## config.mk

```make
export PLATFORM = sky130hd
export DESIGN_NAME = lsc16_core
export DESIGN_NICKNAME = d
export VERILOG_FILES = /design/src/rtl/lsc16_pkg.sv /design/src/rtl/lsc16_regfile.sv /design/src/rtl/lsc16_alu.sv /design/src/rtl/lsc16_agu.sv /design/src/rtl/lsc16_ctrl.sv /design/src/rtl/lsc16_core.sv
export SDC_FILE = /design/constraint.sdc
export NUM_CORES = 1
export LEC_CHECK = 0
export BUFFER_PORTS_ARGS = -buffer_cell sky130_fd_sc_hd__buf_2
export CAP_MARGIN = 20
export CORE_UTILIZATION = 55
export CTS_CLUSTER_DIAMETER = 200
export DETAILED_ROUTE_END_ITERATION = 10
export PLACE_DENSITY = 0.78
export SYNTH_ARGS = -nofsm -noshare
export SYNTH_HDL_FRONTEND = slang
export SYNTH_SLANG_ARGS = --single-unit
```

## constraint.sdc

```tcl
create_clock -name clk_i -period 7.73 [get_ports clk_i]
set_clock_uncertainty 0.2 [all_clocks]
set_input_delay 1.1595 -clock clk_i [delete_from_list [all_inputs] [get_ports clk_i]]
set_output_delay 1.1595 -clock clk_i [all_outputs]
set_load 0.02 [all_outputs]
```

## src/rtl/lsc16_pkg.sv

```systemverilog
package lsc16_pkg;
  localparam int NUM_REGS = 8;
  localparam int IDX_W    = $clog2(NUM_REGS);

  typedef enum logic [3:0] {
    OP_BR, OP_ADD, OP_LD, OP_ST, OP_JSR, OP_AND, OP_LDR, OP_STR,
    OP_RTI, OP_NOT, OP_LDI, OP_STI, OP_JMP, OP_RSV, OP_LEA, OP_TRAP
  } opcode_e;

  typedef enum logic [2:0] {
    ST_FETCH, ST_DECODE, ST_EXEC, ST_IND, ST_LDWB, ST_TRAP, ST_HALT
  } state_e;

  typedef enum logic [1:0] {ADDR_PC, ADDR_EA, ADDR_PTR} addr_sel_e;
  typedef enum logic [1:0] {WB_ALU, WB_MEM, WB_PC, WB_EA} wb_sel_e;
  typedef enum logic [1:0] {PCS_REL, PCS_CALL, PCS_REG} pc_src_e;

  typedef struct packed {
    logic      mem_en;
    logic      mem_we;
    addr_sel_e addr_sel;
    logic      ir_load;
    logic      pc_inc;
    logic      pc_load;
    pc_src_e   pc_src;
    logic      rf_we;
    logic      wb_link;
    wb_sel_e   wb_sel;
    logic      cc_we;
    logic      commit;
    logic      trap_req;
  } ctrl_t;

  localparam logic [2:0] CC_N = 3'b100;
  localparam logic [2:0] CC_Z = 3'b010;
  localparam logic [2:0] CC_P = 3'b001;
endpackage

```

## src/rtl/lsc16_regfile.sv

```systemverilog
module lsc16_regfile
  import lsc16_pkg::*;
#(
  parameter int DATA_W = 16
) (
  input  logic              clk_i,
  input  logic              rst_ni,
  input  logic              we_i,
  input  logic [IDX_W-1:0]  waddr_i,
  input  logic [DATA_W-1:0] wdata_i,
  input  logic [IDX_W-1:0]  raddr_a_i,
  input  logic [IDX_W-1:0]  raddr_b_i,
  output logic [DATA_W-1:0] rdata_a_o,
  output logic [DATA_W-1:0] rdata_b_o
);
  localparam int FLAT_W = NUM_REGS * DATA_W;

  logic [FLAT_W-1:0] flat;

  generate
    for (genvar g = 0; g < NUM_REGS; g++) begin : g_reg
      logic [DATA_W-1:0] q;
      always_ff @(posedge clk_i or negedge rst_ni) begin
        if (!rst_ni)                                q <= '0;
        else if (we_i && waddr_i == IDX_W'(g))      q <= wdata_i;
      end
      assign flat[g*DATA_W +: DATA_W] = q;
    end
  endgenerate

  assign rdata_a_o = flat[int'(raddr_a_i)*DATA_W +: DATA_W];
  assign rdata_b_o = flat[int'(raddr_b_i)*DATA_W +: DATA_W];
endmodule

```

## src/rtl/lsc16_alu.sv

```systemverilog
module lsc16_alu
  import lsc16_pkg::*;
#(
  parameter int DATA_W = 16
) (
  input  opcode_e           op_i,
  input  logic [DATA_W-1:0] a_i,
  input  logic [DATA_W-1:0] b_i,
  output logic [DATA_W-1:0] y_o
);
  always_comb begin
    case (op_i)
      OP_ADD:  y_o = a_i + b_i;
      OP_AND:  y_o = a_i & b_i;
      OP_NOT:  y_o = ~a_i;
      default: y_o = a_i;
    endcase
  end
endmodule

```

## src/rtl/lsc16_agu.sv

```systemverilog
module lsc16_agu
  import lsc16_pkg::*;
#(
  parameter int DATA_W = 16
) (
  input  logic [DATA_W-1:0] pc_i,
  input  logic [DATA_W-1:0] ir_i,
  input  logic [DATA_W-1:0] base_i,
  output logic [DATA_W-1:0] ea_o,
  output logic [DATA_W-1:0] rel_o,
  output logic [DATA_W-1:0] call_o
);
  localparam int OP_MSB = DATA_W - 1;

  logic [DATA_W-1:0] off9, off6, off11;
  opcode_e op;

  assign off9  = {{(DATA_W-9){ir_i[8]}},   ir_i[8:0]};
  assign off6  = {{(DATA_W-6){ir_i[5]}},   ir_i[5:0]};
  assign off11 = {{(DATA_W-11){ir_i[10]}}, ir_i[10:0]};
  assign op    = opcode_e'(ir_i[OP_MSB -: 4]);

  assign rel_o  = pc_i + off9;
  assign ea_o   = (op == OP_LDR || op == OP_STR) ? base_i + off6 : rel_o;
  // bit 11 picks the offset call; clear uses the base register
  assign call_o = ir_i[11] ? pc_i + off11 : base_i;
endmodule

```

## src/rtl/lsc16_ctrl.sv

```systemverilog
module lsc16_ctrl
  import lsc16_pkg::*;
(
  input  logic    clk_i,
  input  logic    rst_ni,
  input  opcode_e op_i,
  input  logic [2:0] nzp_i,
  input  logic [2:0] cc_i,
  input  logic    trap_done_i,
  output ctrl_t   ctrl_o,
  output state_e  state_o
);
  state_e state_q, state_d;
  logic   br_take;

  assign br_take = |(nzp_i & cc_i);

  always_comb begin
    ctrl_o  = '0;
    state_d = state_q;
    case (state_q)
      ST_FETCH: begin
        ctrl_o.mem_en   = 1'b1;
        ctrl_o.addr_sel = ADDR_PC;
        ctrl_o.pc_inc   = 1'b1;
        state_d         = ST_DECODE;
      end
      ST_DECODE: begin
        ctrl_o.ir_load = 1'b1;
        state_d        = ST_EXEC;
      end
      ST_EXEC: begin
        state_d = ST_FETCH;
        case (op_i)
          OP_ADD, OP_AND, OP_NOT, OP_LEA: begin
            ctrl_o.rf_we  = 1'b1;
            ctrl_o.wb_sel = (op_i == OP_LEA) ? WB_EA : WB_ALU;
            ctrl_o.cc_we  = 1'b1;
            ctrl_o.commit = 1'b1;
          end
          OP_BR: begin
            ctrl_o.pc_load = br_take;
            ctrl_o.pc_src  = PCS_REL;
            ctrl_o.commit  = 1'b1;
          end
          OP_JMP: begin
            ctrl_o.pc_load = 1'b1;
            ctrl_o.pc_src  = PCS_REG;
            ctrl_o.commit  = 1'b1;
          end
          OP_JSR: begin
            ctrl_o.rf_we   = 1'b1;
            ctrl_o.wb_link = 1'b1;
            ctrl_o.wb_sel  = WB_PC;
            ctrl_o.pc_load = 1'b1;
            ctrl_o.pc_src  = PCS_CALL;
            ctrl_o.commit  = 1'b1;
          end
          OP_LD, OP_LDR: begin
            ctrl_o.mem_en   = 1'b1;
            ctrl_o.addr_sel = ADDR_EA;
            state_d         = ST_LDWB;
          end
          OP_LDI, OP_STI: begin
            ctrl_o.mem_en   = 1'b1;
            ctrl_o.addr_sel = ADDR_EA;
            state_d         = ST_IND;
          end
          OP_ST, OP_STR: begin
            ctrl_o.mem_en   = 1'b1;
            ctrl_o.mem_we   = 1'b1;
            ctrl_o.addr_sel = ADDR_EA;
            ctrl_o.commit   = 1'b1;
          end
          OP_TRAP: state_d = ST_TRAP;
          default: state_d = ST_HALT;
        endcase
      end
      ST_IND: begin
        ctrl_o.mem_en   = 1'b1;
        ctrl_o.addr_sel = ADDR_PTR;
        if (op_i == OP_STI) begin
          ctrl_o.mem_we = 1'b1;
          ctrl_o.commit = 1'b1;
          state_d       = ST_FETCH;
        end else begin
          state_d = ST_LDWB;
        end
      end
      ST_LDWB: begin
        ctrl_o.rf_we  = 1'b1;
        ctrl_o.wb_sel = WB_MEM;
        ctrl_o.cc_we  = 1'b1;
        ctrl_o.commit = 1'b1;
        state_d       = ST_FETCH;
      end
      ST_TRAP: begin
        ctrl_o.trap_req = 1'b1;
        if (trap_done_i) begin
          ctrl_o.commit = 1'b1;
          state_d       = ST_FETCH;
        end
      end
      ST_HALT: state_d = ST_HALT;
      default: state_d = ST_HALT;
    endcase
  end

  always_ff @(posedge clk_i or negedge rst_ni) begin
    if (!rst_ni) state_q <= ST_FETCH;
    else         state_q <= state_d;
  end

  assign state_o = state_q;

  a_r10_halt_sticky: assert property (@(posedge clk_i) disable iff (!rst_ni)
    state_q == ST_HALT |=> state_q == ST_HALT);

  a_r9_trap_wait: assert property (@(posedge clk_i) disable iff (!rst_ni)
    (state_q == ST_TRAP && !trap_done_i) |=> state_q == ST_TRAP);
endmodule

```

## src/rtl/lsc16_core.sv

```systemverilog
module lsc16_core
  import lsc16_pkg::*;
#(
  parameter int              DATA_W   = 16,
  parameter logic [DATA_W-1:0] RESET_PC = 16'h3000
) (
  input  logic              clk_i,
  input  logic              rst_ni,
  output logic              mem_en_o,
  output logic              mem_we_o,
  output logic [DATA_W-1:0] mem_addr_o,
  output logic [DATA_W-1:0] mem_wdata_o,
  input  logic [DATA_W-1:0] mem_rdata_i,
  output logic              trap_req_o,
  output logic [7:0]        trap_vec_o,
  input  logic              trap_done_i,
  output logic              illegal_o,
  output logic              commit_o,
  output logic              commit_we_o,
  output logic [IDX_W-1:0]  commit_rd_o,
  output logic [DATA_W-1:0] commit_data_o,
  output logic [DATA_W-1:0] pc_o,
  output logic [2:0]        cc_o
);
  localparam logic [IDX_W-1:0] LINK_REG = IDX_W'(NUM_REGS - 1);

  logic [DATA_W-1:0] pc_q, ir_q;
  logic [2:0]        cc_q, cc_d;
  ctrl_t             ctrl;
  state_e            state;
  opcode_e           op;

  logic [IDX_W-1:0]  rb_idx, rf_waddr;
  logic [DATA_W-1:0] rf_a, rf_b, alu_b, alu_y, imm5;
  logic [DATA_W-1:0] ea, rel, call_tgt, wb_data;

  logic              commit_q, commit_we_q;
  logic [IDX_W-1:0]  commit_rd_q;
  logic [DATA_W-1:0] commit_data_q;

  assign op   = opcode_e'(ir_q[DATA_W-1 -: 4]);
  assign imm5 = {{(DATA_W-5){ir_q[4]}}, ir_q[4:0]};

  lsc16_ctrl u_ctrl (
    .clk_i       (clk_i),
    .rst_ni      (rst_ni),
    .op_i        (op),
    .nzp_i       (ir_q[11:9]),
    .cc_i        (cc_q),
    .trap_done_i (trap_done_i),
    .ctrl_o      (ctrl),
    .state_o     (state)
  );

  // stores read their data register through port b
  assign rb_idx   = (op == OP_ST || op == OP_STR || op == OP_STI) ? ir_q[11:9] : ir_q[2:0];
  assign rf_waddr = ctrl.wb_link ? LINK_REG : ir_q[11:9];

  lsc16_regfile #(.DATA_W(DATA_W)) u_rf (
    .clk_i     (clk_i),
    .rst_ni    (rst_ni),
    .we_i      (ctrl.rf_we),
    .waddr_i   (rf_waddr),
    .wdata_i   (wb_data),
    .raddr_a_i (ir_q[8:6]),
    .raddr_b_i (rb_idx),
    .rdata_a_o (rf_a),
    .rdata_b_o (rf_b)
  );

  assign alu_b = ir_q[5] ? imm5 : rf_b;

  lsc16_alu #(.DATA_W(DATA_W)) u_alu (
    .op_i (op),
    .a_i  (rf_a),
    .b_i  (alu_b),
    .y_o  (alu_y)
  );

  lsc16_agu #(.DATA_W(DATA_W)) u_agu (
    .pc_i   (pc_q),
    .ir_i   (ir_q),
    .base_i (rf_a),
    .ea_o   (ea),
    .rel_o  (rel),
    .call_o (call_tgt)
  );

  always_comb begin
    case (ctrl.wb_sel)
      WB_MEM:  wb_data = mem_rdata_i;
      WB_PC:   wb_data = pc_q;
      WB_EA:   wb_data = ea;
      default: wb_data = alu_y;
    endcase
  end

  always_comb begin
    if (wb_data[DATA_W-1])  cc_d = CC_N;
    else if (wb_data == '0) cc_d = CC_Z;
    else                    cc_d = CC_P;
  end

  always_comb begin
    case (ctrl.addr_sel)
      ADDR_EA:  mem_addr_o = ea;
      ADDR_PTR: mem_addr_o = mem_rdata_i;
      default:  mem_addr_o = pc_q;
    endcase
  end

  always_ff @(posedge clk_i or negedge rst_ni) begin
    if (!rst_ni) begin
      pc_q <= RESET_PC;
      ir_q <= '0;
      cc_q <= CC_Z;
    end else begin
      if (ctrl.ir_load) ir_q <= mem_rdata_i;
      if (ctrl.cc_we)   cc_q <= cc_d;
      if (ctrl.pc_inc) pc_q <= pc_q + 1'b1;
      else if (ctrl.pc_load) begin
        case (ctrl.pc_src)
          PCS_CALL: pc_q <= call_tgt;
          PCS_REG:  pc_q <= rf_a;
          default:  pc_q <= rel;
        endcase
      end
    end
  end

  always_ff @(posedge clk_i or negedge rst_ni) begin
    if (!rst_ni) begin
      commit_q      <= 1'b0;
      commit_we_q   <= 1'b0;
      commit_rd_q   <= '0;
      commit_data_q <= '0;
    end else begin
      commit_q      <= ctrl.commit;
      commit_we_q   <= ctrl.commit & ctrl.rf_we;
      commit_rd_q   <= rf_waddr;
      commit_data_q <= wb_data;
    end
  end

  assign mem_en_o      = ctrl.mem_en;
  assign mem_we_o      = ctrl.mem_we;
  assign mem_wdata_o   = rf_b;
  assign trap_req_o    = ctrl.trap_req;
  assign trap_vec_o    = ir_q[7:0];
  assign illegal_o     = (state == ST_HALT);
  assign commit_o      = commit_q;
  assign commit_we_o   = commit_we_q;
  assign commit_rd_o   = commit_rd_q;
  assign commit_data_o = commit_data_q;
  assign pc_o          = pc_q;
  assign cc_o          = cc_q;

  a_r11_pc_step: assert property (@(posedge clk_i) disable iff (!rst_ni)
    state == ST_DECODE |-> pc_q == $past(pc_q) + 1'b1);

  a_r3_cc_hold: assert property (@(posedge clk_i) disable iff (!rst_ni)
    (state == ST_EXEC && (op == OP_ST || op == OP_STR || op == OP_BR ||
                          op == OP_JMP || op == OP_JSR)) |=> $stable(cc_q));

  a_r10_halt_quiet: assert property (@(posedge clk_i) disable iff (!rst_ni)
    illegal_o |-> !mem_en_o && !commit_o);

  a_r9_vec_stable: assert property (@(posedge clk_i) disable iff (!rst_ni)
    (trap_req_o && !trap_done_i) |=> trap_req_o && $stable(trap_vec_o));
endmodule

```

==> results of run 1 <==
worst paths after layout:
path | slack, ns | depth (start not counted) | startpoint | end
min | 0.28 | 2 | cc_o[1] | cc_o[1]
max reg2reg | 0.92 | 19 | ir_q[15] | u_rf.g_reg[4].q[15]
min reg2reg | 0.28 | 2 | cc_o[1] | cc_o[1]
min in group asynchronous | 0.45 | 1 | rst_ni | u_rf.g_reg[7].q[11]
max in group asynchronous | 5.72 | 2 | rst_ni | u_rf.g_reg[6].q[0]
max | 0.92 | 19 | ir_q[15] | u_rf.g_reg[4].q[15]
Yosys cell counts, types with 11 or more instances:
master / n / area share
and3_1: 20 / 0.0091
nand2_1: 163 / 0.045
mux4_2: 51 / 0.084
a31oi_1: 16 / 0.0073
mux4_1: 13 / 0.025
a21o_1: 14 / 0.0077
xnor2_1: 22 / 0.014
a221oi_1: 16 / 0.010
a21oi_1: 126 / 0.046
mux2_2: 45 / 0.037
xor2_1: 20 / 0.013
nand3_1: 26 / 0.0095
a22oi_1: 13 / 0.0071
a211oi_1: 11 / 0.0060
clkbuf_1: 68 / 0.019
o21a_1: 12 / 0.0066
nand2b_1: 17 / 0.0078
nor2_1: 138 / 0.038
inv_1: 50 / 0.014
nor3_1: 20 / 0.0073
dfrtp_1: 184 / 0.34
buf_4: 11 / 0.0060
mux2i_1: 18 / 0.013
o21ai_0: 130 / 0.047
ha_1: 57 / 0.052
per-stage QoR:
stage / hold slack [ns] / instance area [um^2]
floorplan: 0.258 / 13700
global placement: 0.270 / 14300
detailed placement: 0.268 / 14300
CTS: 0.279 / 14900
global route: 0.313 / 15000
finish: 0.279 / 15000
logic make-up (layout without fill, tap and decap cells):
| group | after synthesis | after routing |
|---|---|---|
| AOI/OAI and AO/OA | 445 | 445 |
| and+or+nand+nor | 438 | 438 |
| DFF | 187 | 187 |
| buffers and inverters | 158 | 217 |
| muxes | 131 | 131 |
| adders and majority gates | 60 | 60 |
| xor gates and xnor gates | 42 | 42 |
flip-flops by register name, indices dropped and copies added (netlist names):
name / cells
commit_data_o: 16
ir_q: 16
commit_we_o: 1
u_ctrl.state_o: 3
cc_o: 3
commit_o: 1
u_rf.g.q: 128
commit_rd_o: 3
pc_o: 16
cell type report:
cell class	instances	area (um^2)
Clock buffer	18	439
Tap cell	324	405
Clock inverter	14	164
Multi-Input combinational cell	1116	8300
Timing Repair Buffer	132	764
Sequential cell	187	4680
Fill cell	2054	9430
Inverter	53	199
per-layer routing:
layer	GRT usage	routed length, um	vias up	part of all wire
met1	0.463	17200	6026	0.41
met3	0.0449	3860	107	0.092
met2	0.537	19600	742	0.47
li1	-	-	5510	-
met5	0	0	-	0
met4	0.128	1340	0	0.032
critical path, cell delays in order (launching register included):
cell      delay, ns
dfrtp_1        0.37
buf_4          0.21
and2_1         0.35
nor2_1         0.52
mux2i_4        0.64
buf_4          0.53
mux4_2         0.56
mux2_2         0.31
nor2_1         0.09
nor2_1         0.05
ha_1           0.41
or4_1          0.51
o21ai_0        0.11
or4_1          0.17
a21boi_1       0.08
o21a_1         0.19
or3_1          0.36
and3_1         0.21
a211oi_2       0.55
o21ai_0        0.22
==> impl_metrics.ini, run 1 <==
[outcome]
status = finished clean

[final_layout]
diodes = 0
syn_to_final_growth_pct = 9.08
nNetsFinal = 1586
mostFrequentLayoutCells = dfrtp_1 (183), nand2_1 (163), nor2_1 (136)
finalNonFillerCells = 1844
final_common_cell = dfrtp_1
final_core_util = 0.613
drive_gt1_frac = 0.195

[critical_path]
cp_data_arrival_time_ns = 6.90
path_max_fanout = 24
crit_path_end_kind = register
critPathRequiredTime_ns = 7.82
path_class = reg -> reg
startpoint_type = register

[global_route]
grt_pass1_vias = 12100
track_usage = 0.334
grt_max_degree = 128
grt_overflow_total = 0
grt_pass1_wl_um = 66600
antenna_found_initial = 0

[drt]
drc = 0
antenna_left = 0
routed_wl_um = 42000
viasPerCell = 6.72
drt-wirelength-per-cell_um = 22.8
drt-initial-drc-count = 1525
drt_first_pass_iters = 6
via_count = 12400

[floorplanning]
initial_core_util = 0.562
die-width_um = 160
dieHeight_um = 160
core_area_um2 = 24400
die_area_um2 = 25600
row_count = 57
ioPinCount = 103

[placed_design]
dp_cells = 1811
hpwl_um = 29800
io_buffers = 102
place_ws_ns = 1.01
gp_congestion = 0.982

[sta]
max_slew_margin = 0.351
setup_tns_ns = 0
finalWorstSetupSlack_ns = 0.921
finalHoldViolations = 0
tightestPinTransition_ns = 0.971
final_max_slew_viol_count = 0
final.period_utilization = 0.881
fin_crit_ns = 6.81
rsz0062_at_grt = no
max_freq_ghz = 0.147
setup_viol = 0

[logic_synthesis]
synth_top_family_by_area = compound AO/OA/AOI/OAI gates
synth-edff-count = 0
yosysWarnings = 0
synth_compound_area_frac = 0.211
synth.net_count = 1540
synthMuxAreaShare = 0.164
synthAdderAreaFrac = 0.0564
ys_ff_latch = 187
synth_xor_xnor_area_share = 0.0268
synth-simple-area-share = 0.143
seq_area_frac_synth = 0.341
synthCells = 1461
ys_async_sr_fraction = 1.00
dominantRegCellSynth = dfrtp_1
synth_cell_type_count = 87
netlist_area_um2 = 13700
avgSynthCellArea_um2 = 9.39

[cts]
cts_buffers = 17
cts-hold-fix-buffers = 0
cts_resized = 0
clockRootBuffer = clkbuf_16
clock_latency_ns = 0.45
cts.path.max_buffers = 2
clock_sinks = 187
clk_transition_reported_paths_ns = 0.09
htree_levels = 4
cts_tree = yes
postCtsSetupRepairBufs = 0

[worst_hold_path]
hp-class = reg -> reg

[flow_run]
drv_cap = 0
Power of run 1 is not shown: default switching activity piles up to over one toggle a cycle in this logic, so the estimate is an artifact.
==> run 2, diff against run 1 <==
--- a/config.mk
+++ b/config.mk
@@ -5,7 +5,7 @@
 export SDC_FILE = /design/constraint.sdc
 export NUM_CORES = 1
 export LEC_CHECK = 0
-export BUFFER_PORTS_ARGS = -buffer_cell sky130_fd_sc_hd__buf_2
+export BUFFER_PORTS_ARGS = -buffer_cell sky130_fd_sc_hd__buf_4
 export CAP_MARGIN = 20
 export CORE_UTILIZATION = 55
 export CTS_CLUSTER_DIAMETER = 200
==> impl_metrics.ini, run 2 (synthesized netlist as in run 1, its figures left out) <==
[sta]
final_max_slew_viol_count = 0
setup_tns_ns = 0
final.period_utilization = 0.887
tightestPinTransition_ns = 1.07
max_freq_ghz = 0.146
finalHoldViolations = 0
rsz0062_at_grt = no
fin_crit_ns = 6.86
max_slew_margin = 0.287
setup_viol = 0

[final_layout]
mostFrequentLayoutCells = dfrtp_1 (183), nand2_1 (163), nor2_1 (136)
final_common_cell = dfrtp_1
drive_gt1_frac = 0.197
largest_register_ffs = 128
regMostFlops = u_rf.g.q
finalNonFillerCells = 1847
nNetsFinal = 1590
final_core_util = 0.624
syn_to_final_growth_pct = 11.0
diodes = 0

[global_route]
grt_use_met3 = 0.0522
grt_pass1_vias = 11800
grt_overflow_total = 0
grt.met1_usage = 0.455
grt_pass1_wl_um = 66200
globalRouteMet2Util = 0.533
track_usage = 0.335
antenna_found_initial = 0
grt_busiest_layer = met2
grt_max_degree = 87

[floorplanning]
ioPinCount = 103
die_area_um2 = 25600
row_count = 57
die-width_um = 160
dieHeight_um = 160
initial_core_util = 0.562
core_area_um2 = 24400

[drt]
routed_wl_um = 42600
antenna_left = 0
drt-wirelength-per-cell_um = 23.1
viasPerCell = 6.70
drc = 0
via_count = 12400
drt_first_pass_iters = 6
drt-initial-drc-count = 1369

[placed_design]
gp_congestion = 0.986
hpwl_um = 30400
io_buffers = 102
dp_cells = 1816

[critical_path]
path_class = reg -> reg
startpoint_type = register
cp-startpoint = ir_q[15]
path_max_fanout = 24
ff2ff_path_depth = 17
critPathBufInv = 2
cp_slowest_cell = mux2i_4
cp_data_arrival_time_ns = 6.99
cp-endpoint = cc_o[0]
critPathRequiredTime_ns = 7.86
critical_path_depth = 17
reg2reg_from = ir_q[15]
slowest_delay_ns = 0.71
rr_endpoint = cc_o[0]
crit_path_end_kind = register
crit_chain = buf_4 -> and2_1 -> nor2_1 -> mux2i_4 -> buf_4 -> mux4_2 -> mux2_2 -> mux2_2 -> ha_1 -> o31ai_1 -> a211oi_1 -> o21ai_0 -> mux2i_1 -> a2111oi_4 -> o2111a_1 -> nand3_1 -> o21ba_1
critPathTopFamily = compound AO/OA/AOI/OAI gates
reg2reg_slack_ns = 0.87

[cts]
clock_latency_ns = 0.45
cts_resized = 0
clk_transition_reported_paths_ns = 0.08
clockRootBuffer = clkbuf_16
clock_sinks = 187
cts_buffers = 17
cts.path.max_buffers = 2
cts-hold-fix-buffers = 0
postCtsSetupRepairBufs = 0
cts_tree = yes
htree_levels = 4

[flow_run]
drv_cap = 0

[worst_hold_path]
hp-class = reg -> reg

[outcome]
status = finished clean
## run 2: stage by stage
stage                     cell area (um^2)  hold WS [ns]  setup WS (ns)
after detailed placement             14600         0.285           1.01
after global placement               14600         0.275           1.12
after global routing                 15200         0.326          0.584
after CTS                            15200         0.303          0.968
final                                15200         0.304          0.875
after floorplan                      13700         0.258           2.02
## run 2: how the worst min path moves through the flow
stage | start | endpoint | slack, ns | depth (start not counted)
after global placement | u_rf.g_reg[4].q[14] | u_rf.g_reg[4].q[14] | 0.28 | 2
after detailed placement | u_rf.g_reg[4].q[13] | u_rf.g_reg[4].q[13] | 0.29 | 2
after global routing | u_rf.g_reg[7].q[8] | u_rf.g_reg[7].q[8] | 0.33 | 2
after floorplan | u_rf.g_reg[5].q[2] | u_rf.g_reg[5].q[2] | 0.26 | 2
final | u_rf.g_reg[4].q[13] | u_rf.g_reg[4].q[13] | 0.30 | 2
after CTS | u_rf.g_reg[4].q[13] | u_rf.g_reg[4].q[13] | 0.30 | 2
## run 2: area by class of cell
type,instances,area [um^2]
Clock buffer,17,425
Fill cell,2050,9170
Inverter,53,199
Sequential cell,187,4680
Clock inverter,14,156
Tap cell,324,405
Timing Repair Buffer,136,1050
Multi-Input combinational cell,1116,8300
## run 2: layer usage
metal	up-vias	share of wire
met5	-	0
li1	5508	-
met4	0	0.038
met3	110	0.098
met1	6003	0.40
met2	754	0.46
## run 2: tightest hold or removal path: stages, from the launching register on
cell and delay (ns):
dfrtp_1 0.36, nand2_1 0.05, o21ai_0 0.06
Power of run 2 is left out for the same reason.
